$ cat config.mk
export PLATFORM = sky130hd
export DESIGN_NAME = mon_entry_ctrl
export DESIGN_NICKNAME = d
export VERILOG_FILES = /design/src/rtl/mon_entry_pkg.sv /design/src/rtl/mon_entry_decide.sv /design/src/rtl/mon_key_check.sv /design/src/rtl/mon_handshake_seq.sv /design/src/rtl/mon_entry_ctrl.sv
export SDC_FILE = /design/constraint.sdc
export NUM_CORES = 1
export LEC_CHECK = 0
export ABC_CLOCK_PERIOD_IN_PS = 2700
export BUFFER_PORTS_ARGS = -buffer_cell sky130_fd_sc_hd__buf_2
export CORE_MARGIN = 2
export CORE_UTILIZATION = 40
export CTS_BUF_LIST = sky130_fd_sc_hd__clkbuf_8
export CTS_CLUSTER_DIAMETER = 100
export CTS_CLUSTER_SIZE = 24
export DETAILED_ROUTE_END_ITERATION = 6
export PLACE_DENSITY = 0.74
export REMOVE_ABC_BUFFERS = 1
export SETUP_SLACK_MARGIN = 0.1
export SLEW_MARGIN = 15
export SYNTH_ARGS = -nofsm -noshare
export SYNTH_HDL_FRONTEND = slang
export SYNTH_SLANG_ARGS = --single-unit
$ cat constraint.sdc
create_clock -name clk -period 2.7 [get_ports clk]
set_input_delay 0.135 -clock clk [delete_from_list [all_inputs] [get_ports clk]]
set_output_delay 0.135 -clock clk [all_outputs]
set_load 0.005 [all_outputs]
$ cat src/rtl/mon_entry_pkg.sv
package mon_entry_pkg;
  typedef enum logic [1:0] {
    IRQ_GND = 2'b00,
    IRQ_SUP = 2'b01,
    IRQ_HV  = 2'b10,
    IRQ_RSV = 2'b11
  } irq_code_e;

  typedef enum logic [1:0] {
    HS_IDLE    = 2'b00,
    HS_COLLECT = 2'b01,
    HS_BREAK   = 2'b10,
    HS_READY   = 2'b11
  } hs_state_e;

  localparam int BYTE_W = 8;
endpackage

$ cat src/rtl/mon_entry_decide.sv
module mon_entry_decide
  import mon_entry_pkg::*;
#(
  parameter int          TRIM_W   = 8,
  parameter logic [7:0]  DEF_TRIM = 8'h80
) (
  input  logic              clk,
  input  logic              rst,
  input  logic [BYTE_W-1:0] vec_hi,
  input  logic [BYTE_W-1:0] vec_lo,
  input  logic [1:0]        irq_lvl,
  input  logic              trim_valid,
  input  logic [TRIM_W-1:0] trim_val,
  output logic              mon_en,
  output logic              clk_int,
  output logic              trim_apply,
  output logic [TRIM_W-1:0] trim_out
);
  logic      erased, enter, int_sel;
  irq_code_e code;

  always_comb begin
    code    = irq_code_e'(irq_lvl);
    erased  = (vec_hi == {BYTE_W{1'b1}}) && (vec_lo == {BYTE_W{1'b1}});
    int_sel = erased && (code == IRQ_GND);
    unique case (code)
      IRQ_HV:  enter = 1'b1;
      IRQ_SUP: enter = erased;
      IRQ_GND: enter = erased;
      default: enter = 1'b0;
    endcase
  end

  // Loads every reset cycle; the value present at release is held.
  always_ff @(posedge clk) begin
    if (rst) begin
      mon_en     <= enter;
      clk_int    <= int_sel;
      trim_apply <= int_sel && trim_valid;
      trim_out   <= int_sel ? (trim_valid ? trim_val : DEF_TRIM[TRIM_W-1:0])
                            : '0;
    end
  end

  a_r7_mode_frozen: assert property (@(posedge clk) disable iff (rst)
    1'b1 |=> ($stable(mon_en) && $stable(clk_int) && $stable(trim_out)));
  a_r4_int_implies_entry: assert property (@(posedge clk) disable iff (rst)
    clk_int |-> mon_en);
  a_r6_trim_only_internal: assert property (@(posedge clk) disable iff (rst)
    trim_apply |-> clk_int);
endmodule

$ cat src/rtl/mon_key_check.sv
module mon_key_check
  import mon_entry_pkg::*;
#(
  parameter int                      NBYTES = 8,
  parameter logic [NBYTES*8-1:0]     KEY    = 64'h0123_4567_89AB_CDEF
) (
  input  logic              clk,
  input  logic              rst,
  input  logic              take,
  input  logic [BYTE_W-1:0] data,
  output logic              full,
  output logic              last,
  output logic              pass
);
  localparam int CW = $clog2(NBYTES + 1);
  localparam logic [CW-1:0] CNT_MAX = CW'(NBYTES);

  logic [CW-1:0]     cnt;
  logic              mism;
  logic [BYTE_W-1:0] exp_byte;

  always_comb begin
    exp_byte = KEY[cnt*BYTE_W +: BYTE_W];
    full     = (cnt == CNT_MAX);
    last     = take && (cnt == CNT_MAX - 1'b1);
  end

  always_ff @(posedge clk) begin
    if (rst) begin
      cnt  <= '0;
      mism <= 1'b0;
      pass <= 1'b0;
    end else if (take && !full) begin
      cnt  <= cnt + 1'b1;
      mism <= mism || (data != exp_byte);
      if (last) pass <= !mism && (data == exp_byte);
    end
  end

  a_r8_count_bounded: assert property (@(posedge clk) disable iff (rst)
    cnt <= CNT_MAX);
  a_r10_pass_needs_full: assert property (@(posedge clk) disable iff (rst)
    pass |-> full);
endmodule

$ cat src/rtl/mon_handshake_seq.sv
module mon_handshake_seq
  import mon_entry_pkg::*;
(
  input  logic clk,
  input  logic rst,
  input  logic mon_en,
  input  logic last_byte,
  input  logic cnt_full,
  input  logic brk_done,
  output logic collecting,
  output logic brk_req,
  output logic cmd_ready
);
  hs_state_e st, st_nx;

  always_comb begin
    st_nx = st;
    unique case (st)
      HS_IDLE:    if (mon_en)    st_nx = HS_COLLECT;
      HS_COLLECT: if (last_byte) st_nx = HS_BREAK;
      HS_BREAK:   if (brk_done)  st_nx = HS_READY;
      default:                   st_nx = HS_READY;
    endcase
  end

  always_ff @(posedge clk) begin
    if (rst) st <= HS_IDLE;
    else     st <= st_nx;
  end

  assign collecting = (st == HS_COLLECT);
  assign brk_req    = (st == HS_BREAK);
  assign cmd_ready  = (st == HS_READY);

  a_r8_break_after_eight: assert property (@(posedge clk) disable iff (rst)
    brk_req |-> cnt_full);
  a_r9_ready_after_break: assert property (@(posedge clk) disable iff (rst)
    $rose(cmd_ready) |-> $past(brk_req));
  a_r9_ready_holds: assert property (@(posedge clk) disable iff (rst)
    cmd_ready |=> cmd_ready);
  a_r5_idle_without_entry: assert property (@(posedge clk) disable iff (rst)
    !mon_en |-> (st == HS_IDLE));
endmodule

$ cat src/rtl/mon_entry_ctrl.sv
module mon_entry_ctrl
  import mon_entry_pkg::*;
#(
  parameter int         NBYTES   = 8,
  parameter logic [63:0] KEY     = 64'h0123_4567_89AB_CDEF,
  parameter logic [7:0] DEF_TRIM = 8'h80
) (
  input  logic       clk,
  input  logic       rst,
  input  logic [7:0] vec_hi,
  input  logic [7:0] vec_lo,
  input  logic [1:0] irq_lvl,
  input  logic       trim_valid,
  input  logic [7:0] trim_val,
  input  logic       rx_valid,
  input  logic [7:0] rx_data,
  input  logic       brk_done,
  output logic       mon_active,
  output logic       clk_int,
  output logic       trim_apply,
  output logic [7:0] trim_out,
  output logic       brk_req,
  output logic       cmd_ready,
  output logic       sec_pass,
  output logic       session_lost
);
  logic collecting, last_byte, cnt_full;

  mon_entry_decide #(.TRIM_W(8), .DEF_TRIM(DEF_TRIM)) u_decide (
    .clk(clk), .rst(rst), .vec_hi(vec_hi), .vec_lo(vec_lo),
    .irq_lvl(irq_lvl), .trim_valid(trim_valid), .trim_val(trim_val),
    .mon_en(mon_active), .clk_int(clk_int), .trim_apply(trim_apply),
    .trim_out(trim_out)
  );

  mon_key_check #(.NBYTES(NBYTES), .KEY(KEY[NBYTES*8-1:0])) u_key (
    .clk(clk), .rst(rst), .take(rx_valid && collecting), .data(rx_data),
    .full(cnt_full), .last(last_byte), .pass(sec_pass)
  );

  mon_handshake_seq u_seq (
    .clk(clk), .rst(rst), .mon_en(mon_active), .last_byte(last_byte),
    .cnt_full(cnt_full), .brk_done(brk_done), .collecting(collecting),
    .brk_req(brk_req), .cmd_ready(cmd_ready)
  );

  always_ff @(posedge clk) begin
    if (rst)
      session_lost <= 1'b0;
    else if (clk_int && (irq_code_e'(irq_lvl) != IRQ_GND))
      session_lost <= 1'b1;
  end

  a_r11_lost_sticky: assert property (@(posedge clk) disable iff (rst)
    session_lost |=> session_lost);
  a_r11_lost_internal_only: assert property (@(posedge clk) disable iff (rst)
    session_lost |-> clk_int);
endmodule

==> qor.csv <==
metric;value;unit
wl_per_cell;11.6;um
rrSetupSlack;1.02;ns
finalHoldViolations;0;
overflow;0;
start_kind;flip-flop;
rsz0062_at_grt;false;
synth.area.mux_share;1.05;%
post_cts_buffers;0;
dpl.hpwl;1.64;mm
die_area;0.00280;mm^2
wirelength;2.02;mm
via_per_inst;5.06;
htreeDepth;1;
grt_first_pass_wirelength;3.05;mm
relSlewSlack;63.4;%
crit_type;reg2reg;
fin_crit;1.68;ns
worstHoldEndpoint;u_seq.st[0]$_SDFFE_PP0P_;
ir_worst_vdd;0.000288;V
ctsHoldBuffers;0;
cts_made_buffers;3;
synth_warnings;0;
rows;17;
fin_nets;188;
cts_tree;done;
cts.sink_count;20;
fin_crit_sh;62.2;%
clock-root-buffer;clkbuf_8;
synthCells;91;
place_congestion;0.753;
synth_xor_area_share;3.66;%
synth_compound_area_share;12.7;%
critPathTopFamily;compound AO/OA/AOI/OAI gates;
drt_first_pass_iters;4;
skew;0.00134;ns
area_growth;38.0;%
r2r-end;u_key.pass$_SDFFE_PP0P_;
io_pins;54;
synthAdderAreaFrac;2.61;%
max_clock_freq;596;MHz
ctsResizeCount;0;
worst_path_max_delay_cell;dfxtp_1;
antenna_cells;0;
power_density;532;mW/mm^2
hold_start;brk_done;
cp-startpoint;u_key.cnt[2]$_SDFFE_PP0N_;
path_clk_slew;0.07;ns
grt_usage;15.3;%
die_h;52.9;um
start_util;42.9;%
ys_seq_area_share;53.3;%
antenna_left;0;
synthSimpleGateAreaFrac;22.4;%
cp_cell_sequence;or3b_1 -> a2111oi_2 -> a311oi_1 -> o41ai_2;
drv_slew;0;
drt_iter0_drc;2;
vias;881;
cp_max_fo;7;
critPathRequiredTime;2.86;ns
status;finished clean;
layout_commonest_cell;buf_2;
drc;0;
power.leakage;0.587;nW
portBuffers;53;
first_global_vias;780;
synth_cell_types;33;
grt_max_degree;22;
crit_arrival;1.84;ns
antenna_found_initial;0;
tns;0;ns
cp_slowest_stage_delay;0.43;ns
end_kind;flip-flop;
setup_viol;0;
cts_max_path_buffers;2;
reg2reg_from;u_key.cnt[2]$_SDFFE_PP0N_;
die_w;52.9;um
placed_area;0.00125;mm^2
postSynthAreaPerCell;10.5;um^2
stdcell_area;0.00132;mm^2
synth_top_family_by_area;simple AND/OR/NAND/NOR gates;
min_delay_path_depth;3;
hp-class;in2reg;
maxCapViolations;0;
yosys_register_bits;20;
final_cell_mix;buf_2, edfxtp_1, inv_1, dfxtp_1;
core_area;0.00223;mm^2
clk_latency;0.25;ns
worst_pin_slew;0.544;ns
drive_gt1_share;40.4;%
reg2reg_depth;4;
worst-path-buf-inv;0;
syn-cell-area;957;um^2
[final cells by class]
cell class / count / area, um^2
timing repair buffer: 53 / 265
inverter: 9 / 33.8
tap: 28 / 35.0
clock inverter: 1 / 30.0
clock buffer: 3 / 41.3
multi-input combinational: 60 / 405
sequential: 20 / 510
fill: 216 / 912
[power breakdown]
part           total (mW)  leakage [nW]  internal, mW  switching, mW
logic              0.0701         0.374        0.0379         0.0322
registers           0.342         0.178         0.334        0.00724
clock network       0.291        0.0357         0.198         0.0931
[routing by layer]
metal,up-vias,part of all wire [%],wire length [um],track usage (%)
met1,398,39,786,15.1
met5,-,0,0,0
met3,4,6.1,123,1.69
met2,36,53,1080,30.0
li1,443,-,-,-
met4,0,1.7,35,8.97
[Yosys cell counts, drive strengths merged]
master   count  share of area (%)
o41ai        1                1.7
a2111o       1                1.2
a221oi       1               0.92
or3          1               0.65
inv          9                3.5
xor2         2                1.8
and3b        1               0.92
o211ai       1               0.78
and4b        1                1.0
nand3b       2                1.6
o21a         1               0.78
a2111oi      1                1.6
nor4         1               0.65
a31oi        1               0.65
nor3         2                1.0
ha           2                2.6
nor2         8                3.1
a311oi       1               0.92
nand2        3                1.2
nor3b        1               0.78
and2         8                5.2
nand3        2                1.0
mux2i        1                1.0
nand4b       1               0.92
nor2b        1               0.65
dfxtp        9                 19
a21oi        3                1.6
edfxtp      11                 35
o21ai        5                2.6
clkbuf       2               0.78
xnor2        2                1.8
or3b         1               0.92
nand4        4                2.6
[cell families (layout without fill, tap and decap cells)]
group / after synthesis / in the layout
simple gates: 37 / 37
flops: 20 / 20
compound gates: 16 / 16
buf+inv: 11 / 66
xor+xnor: 4 / 4
mux: 1 / 1
fa+ha+maj: 2 / 2
[worst min-delay path, cell delays in order]
cell and delay (ns):
buf_2 0.10, inv_1 0.04, a221oi_1 0.06
[metrics by stage]
stage                     instances  power [mW]  worst slack [ns]  utilization [%]  hold WS (ns)
after global placement          170       0.416              1.10             56.0         0.405
after detailed placement        170       0.419              1.05             56.0         0.407
final                           174       0.703              1.02             59.2         0.137
after global routing            174       0.733             0.867             59.2         0.144
after floorplan                  89       0.370              1.15                -         0.204
after CTS                       174       0.711              1.02             59.2         0.131
[state kept, by name, summed over array words and instances, names as in the netlist]
name                 cells
u_key.pass               1
session_lost             1
u_decide.trim_out        8
u_decide.mon_en          1
u_key.mism               1
u_key.cnt                4
u_decide.trim_apply      1
u_decide.clk_int         1
u_seq.st                 2
[worst max path at each step]
stage,end,slack [ns],depth (start not counted)
finish,u_key.pass$_SDFFE_PP0P_,1.02,4
detailed placement,u_key.pass$_SDFFE_PP0P_,1.05,4
CTS,u_key.pass$_SDFFE_PP0P_,1.02,4
global placement,u_key.pass$_SDFFE_PP0P_,1.10,4
floorplan,u_key.pass$_SDFFE_PP0P_,1.15,4
global route,u_key.pass$_SDFFE_PP0P_,0.87,4
Power figures use the tool's default switching activity.
